File: src/rtl/blkmv_pkg.sv
package blkmv_pkg;

    typedef enum logic [2:0] {
        S_IDLE  = 3'd0,
        S_CHECK = 3'd1,
        S_READ  = 3'd2,
        S_WRITE = 3'd3,
        S_DONE  = 3'd4
    } mv_state_e;

endpackage

File: src/rtl/blkmv_sync.sv
module blkmv_sync #(
    parameter int  STAGES  = 2,
    parameter logic RST_VAL = 1'b1
) (
    input  logic clk,
    input  logic rst_n,
    input  logic d_async,
    output logic q_sync
);
    logic [STAGES-1:0] chain;

    always_ff @(posedge clk or negedge rst_n) begin
        if (!rst_n) begin
            chain <= {STAGES{RST_VAL}};
        end else begin
            chain <= {chain[STAGES-2:0], d_async};
        end
    end

    assign q_sync = chain[STAGES-1];

endmodule

File: src/rtl/blkmv_throttle.sv
module blkmv_throttle #(
    parameter int DEPTH = 16,
    parameter int LVL_W = $clog2(DEPTH + 1)
) (
    input  logic             clk,
    input  logic             rst_n,
    input  logic             clr,
    input  logic [LVL_W-1:0] level,
    output logic             blocked
);
    localparam logic [LVL_W-1:0] HALF_LVL = LVL_W'(DEPTH / 2);
    localparam logic [LVL_W-1:0] QTR_LVL  = LVL_W'(DEPTH / 4);

    logic hold_q;
    logic over_half;
    logic under_qtr;

    assign over_half = level > HALF_LVL;
    assign under_qtr = level < QTR_LVL;

    always_ff @(posedge clk or negedge rst_n) begin
        if (!rst_n) begin
            hold_q <= 1'b0;
        end else if (clr) begin
            hold_q <= 1'b0;
        end else if (over_half) begin
            hold_q <= 1'b1;
        end else if (under_qtr) begin
            hold_q <= 1'b0;
        end
    end

    assign blocked = hold_q | over_half;

    AST_THR_BAND_HOLD: assert property (@(posedge clk) disable iff (!rst_n)
        (!clr && !over_half && !under_qtr) |=> $stable(hold_q));
    AST_THR_ENGAGE: assert property (@(posedge clk) disable iff (!rst_n)
        (!clr && over_half) |=> hold_q);
    AST_THR_CLEAR: assert property (@(posedge clk) disable iff (!rst_n)
        clr |=> !hold_q);

endmodule

File: src/rtl/blkmv_addr.sv
module blkmv_addr #(
    parameter int ADDR_W = 32,
    parameter int WRAP_W = 25
) (
    input  logic              clk,
    input  logic              rst_n,
    input  logic              load,
    input  logic [ADDR_W-1:0] load_addr,
    input  logic              step,
    output logic [ADDR_W-1:0] addr
);
    localparam int IDX_W = WRAP_W - 2;
    localparam logic [ADDR_W-1:0] ALIGN_MASK = ~ADDR_W'(3);

    logic [ADDR_W-1:0] addr_q;
    logic [IDX_W-1:0]  idx_next;

    assign idx_next = addr_q[WRAP_W-1:2] + IDX_W'(1);

    always_ff @(posedge clk or negedge rst_n) begin
        if (!rst_n) begin
            addr_q <= '0;
        end else if (load) begin
            addr_q <= load_addr & ALIGN_MASK;
        end else if (step) begin
            addr_q <= {addr_q[ADDR_W-1:WRAP_W], idx_next, 2'b00};
        end
    end

    assign addr = addr_q;

    AST_REGION_KEPT: assert property (@(posedge clk) disable iff (!rst_n)
        (step && !load) |=> addr_q[ADDR_W-1:WRAP_W] == $past(addr_q[ADDR_W-1:WRAP_W]));
    AST_REGION_WRAP: assert property (@(posedge clk) disable iff (!rst_n)
        (step && !load && (&addr_q[WRAP_W-1:2])) |=> addr_q[WRAP_W-1:0] == '0);
    AST_WORD_ALIGN: assert property (@(posedge clk) disable iff (!rst_n)
        addr_q[1:0] == 2'b00);

endmodule

File: src/rtl/blk_mover.sv
module blk_mover
    import blkmv_pkg::*;
#(
    parameter int ADDR_W     = 32,
    parameter int WRAP_W     = 25,
    parameter int CNT_W      = 22,
    parameter int BLK_W      = 20,
    parameter int FIFO_DEPTH = 16,
    parameter int LVL_W      = $clog2(FIFO_DEPTH + 1)
) (
    input  logic              clk,
    input  logic              rst_n,
    input  logic              start,
    input  logic [ADDR_W-1:0] src_addr,
    input  logic [ADDR_W-1:0] dst_addr,
    input  logic [CNT_W-1:0]  word_cnt,
    input  logic              demand_en,
    input  logic              dreq_n,
    input  logic [LVL_W-1:0]  fifo_level,
    output logic              rd_req,
    output logic [ADDR_W-1:0] rd_addr,
    output logic              wr_req,
    output logic [ADDR_W-1:0] wr_addr,
    output logic              dack,
    output logic              busy,
    output logic              done
);
    localparam logic [CNT_W-1:0] MAX_WORDS = CNT_W'((64'd1 << BLK_W) - 64'd1);
    localparam logic [BLK_W-1:0] LAST_ONE  = BLK_W'(1);
    localparam int               HALF_INT  = FIFO_DEPTH / 2;

    mv_state_e state_q, state_d;

    logic [BLK_W-1:0] remain_q;
    logic             dem_q;
    logic             accept;
    logic             cnt_legal;
    logic             thr_blocked;
    logic             dreq_sync_n;
    logic             dreq_act;
    logic             issue_ok;
    logic             step_addr;

    assign accept    = (state_q == S_IDLE) && start;
    assign cnt_legal = (word_cnt != '0) && (word_cnt <= MAX_WORDS);
    assign dreq_act  = ~dreq_sync_n;
    assign issue_ok  = !thr_blocked && (!dem_q || dreq_act);
    assign step_addr = (state_q == S_WRITE);

    blkmv_sync #(
        .STAGES (2),
        .RST_VAL(1'b1)
    ) u_dreq_sync (
        .clk    (clk),
        .rst_n  (rst_n),
        .d_async(dreq_n),
        .q_sync (dreq_sync_n)
    );

    blkmv_throttle #(
        .DEPTH(FIFO_DEPTH),
        .LVL_W(LVL_W)
    ) u_throttle (
        .clk    (clk),
        .rst_n  (rst_n),
        .clr    (accept),
        .level  (fifo_level),
        .blocked(thr_blocked)
    );

    blkmv_addr #(
        .ADDR_W(ADDR_W),
        .WRAP_W(WRAP_W)
    ) u_src_addr (
        .clk      (clk),
        .rst_n    (rst_n),
        .load     (accept),
        .load_addr(src_addr),
        .step     (step_addr),
        .addr     (rd_addr)
    );

    blkmv_addr #(
        .ADDR_W(ADDR_W),
        .WRAP_W(WRAP_W)
    ) u_dst_addr (
        .clk      (clk),
        .rst_n    (rst_n),
        .load     (accept),
        .load_addr(dst_addr),
        .step     (step_addr),
        .addr     (wr_addr)
    );

    // State register
    always_ff @(posedge clk or negedge rst_n) begin
        if (!rst_n) begin
            state_q <= S_IDLE;
        end else begin
            state_q <= state_d;
        end
    end

    // Block bookkeeping: remaining words and captured mode
    always_ff @(posedge clk or negedge rst_n) begin
        if (!rst_n) begin
            remain_q <= '0;
            dem_q    <= 1'b0;
        end else if (accept) begin
            remain_q <= cnt_legal ? BLK_W'(word_cnt) : '0;
            dem_q    <= demand_en;
        end else if (state_q == S_WRITE) begin
            remain_q <= remain_q - LAST_ONE;
        end
    end

    // Next-state logic
    always_comb begin
        state_d = state_q;
        unique case (state_q)
            S_IDLE: begin
                if (start) begin
                    state_d = cnt_legal ? S_CHECK : S_DONE;
                end
            end
            S_CHECK: begin
                if (issue_ok) begin
                    state_d = S_READ;
                end
            end
            S_READ: begin
                state_d = S_WRITE;
            end
            S_WRITE: begin
                state_d = (remain_q == LAST_ONE) ? S_DONE : S_CHECK;
            end
            S_DONE: begin
                state_d = S_IDLE;
            end
            default: begin
                state_d = S_IDLE;
            end
        endcase
    end

    // Output decode
    always_comb begin
        rd_req = 1'b0;
        wr_req = 1'b0;
        dack   = 1'b0;
        done   = 1'b0;
        busy   = 1'b1;
        unique case (state_q)
            S_IDLE:  busy = 1'b0;
            S_CHECK: ;
            S_READ: begin
                rd_req = 1'b1;
                dack   = dem_q;
            end
            S_WRITE: wr_req = 1'b1;
            S_DONE:  done   = 1'b1;
            default: busy   = 1'b0;
        endcase
    end

    AST_REQ_EXCLUSIVE: assert property (@(posedge clk) disable iff (!rst_n)
        !(rd_req && wr_req));
    AST_WR_FOLLOWS_RD: assert property (@(posedge clk) disable iff (!rst_n)
        rd_req |=> wr_req);
    AST_NO_ISSUE_OVER_HALF: assert property (@(posedge clk) disable iff (!rst_n)
        rd_req |-> (int'($past(fifo_level)) <= HALF_INT));
    AST_DEMAND_GATE: assert property (@(posedge clk) disable iff (!rst_n)
        (rd_req && dem_q) |-> $past(dreq_act));
    AST_DACK_PULSE: assert property (@(posedge clk) disable iff (!rst_n)
        dack |=> !dack);
    AST_DONE_PULSE: assert property (@(posedge clk) disable iff (!rst_n)
        done |=> !done);
    AST_BUSY_HOLDS_COUNT: assert property (@(posedge clk) disable iff (!rst_n)
        (busy && !step_addr) |=> $stable(remain_q));

endmodule

File: config.mk
export PLATFORM = sky130hd
export DESIGN_NAME = blk_mover
export DESIGN_NICKNAME = d
export VERILOG_FILES = /design/src/rtl/blkmv_pkg.sv /design/src/rtl/blkmv_sync.sv /design/src/rtl/blkmv_throttle.sv /design/src/rtl/blkmv_addr.sv /design/src/rtl/blk_mover.sv
export SDC_FILE = /design/constraint.sdc
export NUM_CORES = 1
export LEC_CHECK = 0
export BUFFER_PORTS_ARGS = -buffer_cell sky130_fd_sc_hd__buf_2
export CAP_MARGIN = 20
export CORE_MARGIN = 4
export CORE_UTILIZATION = 51
export CTS_BUF_LIST = sky130_fd_sc_hd__clkbuf_16
export CTS_CLUSTER_SIZE = 25
export DETAILED_ROUTE_END_ITERATION = 10
export PLACE_DENSITY_LB_ADDON = 0.05
export SETUP_SLACK_MARGIN = 0.5
export SLEW_MARGIN = 10
export SYNTH_ARGS = -nofsm -noshare
export SYNTH_HDL_FRONTEND = slang
export SYNTH_SLANG_ARGS = --single-unit
export TNS_END_PERCENT = 100
File: constraint.sdc
create_clock -name clk -period 2.6 [get_ports clk]
set_input_delay 0.52 -clock clk [delete_from_list [all_inputs] [get_ports clk]]
set_output_delay 0.52 -clock clk [all_outputs]
set_load 0.05 [all_outputs]
==> impl_summary.md <==
Synth
The adder-cell share of the synthesized area is 0.0104. The average cell area after synthesis is 9.07 um^2. Synthesis produced a netlist whose cell count is 530.

The synthesized-area fraction occupied by ao, oa, aoi and oai cells is 0.108. The simple-gate share of the synthesized area is 0.282. The netlist area before placement is 4810 um^2. The number of enable-type register cells in the synthesized netlist is 0. During synthesis, Yosys emitted a total of 0 warnings. The portion of netlist area occupied by mux cells is 0. By area, the combinational part of the netlist is dominated by simple AND/OR/NAND/NOR gates. Of the synthesized area, sequential elements account for 0.453. The most used flip-flop cell after synthesis is sky130_fd_sc_hd__dfrtp_1. The count of state elements after synthesis is 87.

For this run, asynchronously set or reset flops after synthesis account for 1.00. The number of distinct library cells after synthesis is 58. The share of the synthesized netlist area taken by xor and xnor gates is 0.0947.

Setup path
The slowest stage of the critical path belongs to the cell sky130_fd_sc_hd__dfrtp_1. Traced cell by cell, the critical path runs through buf_4, nor3b_4, and2_1, clkbuf_4. The critical path capture point type is an output pin. The maximum fanout encountered on the critical timing path is 6. The critical setup path kind is flop to output pin.

The arrival time of the worst setup path is 1.52 ns. STA classifies the critical path startpoint as a flop. STA puts the critical path data required time at 2.08 ns. On the worst path, the slowest cell contributes a delay of 0.45 ns.

GRT
The total overflow left after global routing is 0. The global-route wire length before repair is 19900 um. The initial antenna violation count is 0. The largest net degree at the start of global routing is 76. The number of global-route vias before repair came to 4068. Across every metal layer, demand over resource in global routing totals 0.219.

Final layout
The utilization of the core after routing is 0.658. The repair_antennas step left the layout with diodes totalling 0. The area growth from synthesis to layout is 25.9%. Excluding fillers, the count of instances in the completed layout stands at 798.

The net count reported at finish is 782. The proportion of layout cells with a drive suffix above 1 is 0.325. The design area is 6050 um^2.

Floorplanning
The chip height is 105 um. The boundary pin count is 165. The standard cell core area is 9200 um^2. The floorplan step set the die width to 105 um. The overall die area is 11000 um^2. The starting density of the core is 0.523.

The number of placement rows is 35.

Pwr
The post-route total power is 8.34 mW. For this design the static power due to leakage is 2.73 nW. The largest vdd supply drop is 0.723 mV. For this design the ratio of total power to cell area is 1380 nW/um^2.

Clocking
Clock latency on the worst-skew pair, taken at its later pin, is 0.33 ns. The clock drives 87 sinks. In this run the clock root is driven by a sky130_fd_sc_hd__clkbuf_16. The H-tree generated during clock tree synthesis spans 3 levels.

In this run, post-CTS hold repair placed 0 buffers. TritonCTS built the clock tree. The number of buffers created by CTS is 9. No sink is reached through more buffers than the 2 on the longest clock path. The clock slew at the register clock pins of the worst setup and hold paths is 0.07 ns.

Route
The detailed router's first-iteration violation count is 143. The routed layout has 4333 vias. After detailed routing, the average wire length per cell comes to 15.0 um. The aggregate routed wire length is 12000 um. In this run the remaining antenna-violating nets after routing total 0. For this run, design rule violations remaining after detail routing come to 0. The pre-antenna-repair detailed-routing pass consisted of 4 iterations. The via density per instance is 5.43.

STA
The upper clock frequency limit is 0.489 GHz. Of the available clock period, the critical path in the final layout requires 0.786. On the final layout, the worst hold slack is 0.213 ns.

Across the routed clock network, the largest skew measured is 0.00933 ns. The least setup slack across all paths after layout is 0.556 ns. The time the final worst path needs with I/O delays and setup is 2.04 ns. Adding up every negative setup slack in the final design gives 0 ns. The number of setup violations in the final report is 0.

The measured slew at the worst slew-check pin is 0.662 ns. The number of hold violations in the final report is 0. Setup repair after global routing could not meet its margin everywhere. The final count of pins violating max slew is 0. Measured against its own limit, the worst slew margin works out to 0.559.

Flow run
Max-cap violations in this run came to 0.

Place
The cell count after placement is 776. The total cell area at the placement stage is 5670 um^2. The last weighted congestion value of the routability-driven placer is 0.819. OpenSTA, run right after detailed placement, puts the worst setup slack at 0.553 ns. The half-perimeter wire length after placement is 8790 um. The quantity of I/O buffers inserted on ports is 156.

Status
The run finished with clean final reports.

Hold path
The path class of the tightest hold or removal check is primary input to asynchronous set/reset pin.
cells in the mapped netlist, drive strengths merged, types with 2 or more instances:
cell	instances	share of area
dfstp	2	0.011
nand4b	2	0.0068
a31oi	3	0.0039
nand3b	3	0.0047
nor4	14	0.035
clkbuf	17	0.020
buf	16	0.022
xnor2	30	0.055
ha	4	0.010
xor2	22	0.040
or3	5	0.0065
and3	5	0.0065
a221o	2	0.0042
nand2	109	0.085
o21ai	38	0.040
inv	11	0.0091
a21oi	13	0.014
nor3	21	0.023
or4	4	0.0078
a22oi	2	0.0031
and2	3	0.0039
and4b	2	0.0042
nor4b	3	0.0081
and4	2	0.0036
dfrtp	85	0.44
a211oi	6	0.0094
nand3	25	0.027
nor2	37	0.030
or2	3	0.0039
o22ai	11	0.014
o211ai	4	0.0062
nand4	15	0.022
area by class of cell:
| type | instances | area (um^2) |
|---|---|---|
| timing repair buffer | 171 | 943 |
| multi-input combinational | 402 | 2440 |
| clock buffer | 9 | 225 |
| fill | 828 | 3150 |
| tap | 111 | 139 |
| clock inverter | 7 | 72.6 |
| inverter | 11 | 43.8 |
| sequential | 87 | 2190 |
placed cells by master, fill, tap and decap left out, types with 4 or more instances in the layout:
cell / synthesis / final
sky130_fd_sc_hd__nand3_1: 24 / 24
sky130_fd_sc_hd__clkbuf_16: 0 / 9
sky130_fd_sc_hd__buf_2: 9 / 151
sky130_fd_sc_hd__ha_1: 4 / 4
sky130_fd_sc_hd__xnor2_1: 30 / 30
sky130_fd_sc_hd__xor2_1: 22 / 22
sky130_fd_sc_hd__o21ai_1: 4 / 4
sky130_fd_sc_hd__o22ai_1: 11 / 11
sky130_fd_sc_hd__nor3_1: 20 / 20
sky130_fd_sc_hd__a21oi_1: 13 / 13
sky130_fd_sc_hd__dfrtp_1: 85 / 79
sky130_fd_sc_hd__o21ai_0: 33 / 33
sky130_fd_sc_hd__nand4_1: 13 / 13
sky130_fd_sc_hd__dfrtp_2: 0 / 6
sky130_fd_sc_hd__nor4_1: 7 / 6
sky130_fd_sc_hd__buf_4: 5 / 14
sky130_fd_sc_hd__o211ai_1: 4 / 4
sky130_fd_sc_hd__and3_1: 5 / 5
sky130_fd_sc_hd__nand2_1: 109 / 109
sky130_fd_sc_hd__conb_1: 1 / 4
sky130_fd_sc_hd__a211oi_1: 6 / 6
sky130_fd_sc_hd__inv_1: 10 / 10
sky130_fd_sc_hd__or3_1: 5 / 4
sky130_fd_sc_hd__nor2_1: 35 / 34
sky130_fd_sc_hd__nor4_4: 4 / 5
flip-flops by register name, indices dropped and copies added, names as in the netlist:
name               cells
state_q                3
remain_q              20
u_dst_addr.addr       30
u_dreq_sync.chain      2
u_src_addr.addr       30
u_throttle.hold_q      1
dem_q                  1
where the power goes:
group,internal [mW],switching [mW],total (mW)
clock,0.747,0.545,1.29
sequential,1.99,0.712,2.70
combinational,1.28,3.07,4.35
metal layers:
metal	GRT usage	up-vias	wire length, um
met4	0.0487	0	102
li1	-	2142	-
met2	0.357	111	5760
met3	0.0377	8	562
met5	0	-	0
met1	0.307	2072	5530
worst max-delay path, delay by kind of cell (launching register included):
kind          cells  cell delay [ns]
buf+inv           2             0.43
flops             1             0.45
simple gates      2             0.32
final timing paths:
check | slack, ns | cells after the start | startpoint | to
setup / recovery | 0.56 | 4 | state_q[0] | dack
setup reg to reg | 0.66 | 5 | remain_q[4] | remain_q[17]
hold reg to reg | 0.36 | 0 | u_dreq_sync.chain[0] | u_dreq_sync.chain[1]
hold / removal | 0.21 | 1 | rst_n | u_dst_addr.addr[6]
min in group clk | 0.29 | 1 | dreq_n | u_dreq_sync.chain[0]
max in group asynchronous | 1.75 | 2 | rst_n | u_src_addr.addr[6]
cells by family (layout without fill, tap and decap cells):
| group | after synthesis | count (layout) |
|---|---|---|
| buf+inv | 44 | 198 |
| simple gates | 256 | 256 |
| flops | 87 | 87 |
| xor+xnor | 52 | 52 |
| compound gates | 86 | 86 |
| fa+ha+maj | 4 | 4 |
| other cells | 1 | 4 |
timing repair:
item,CTS,global route
buffers inserted,0,6
pin swaps,0,4
endpoints found under the setup margin,3,14
resized for setup,3,7
cloned,0,0
Power figures use the tool's default switching activity.
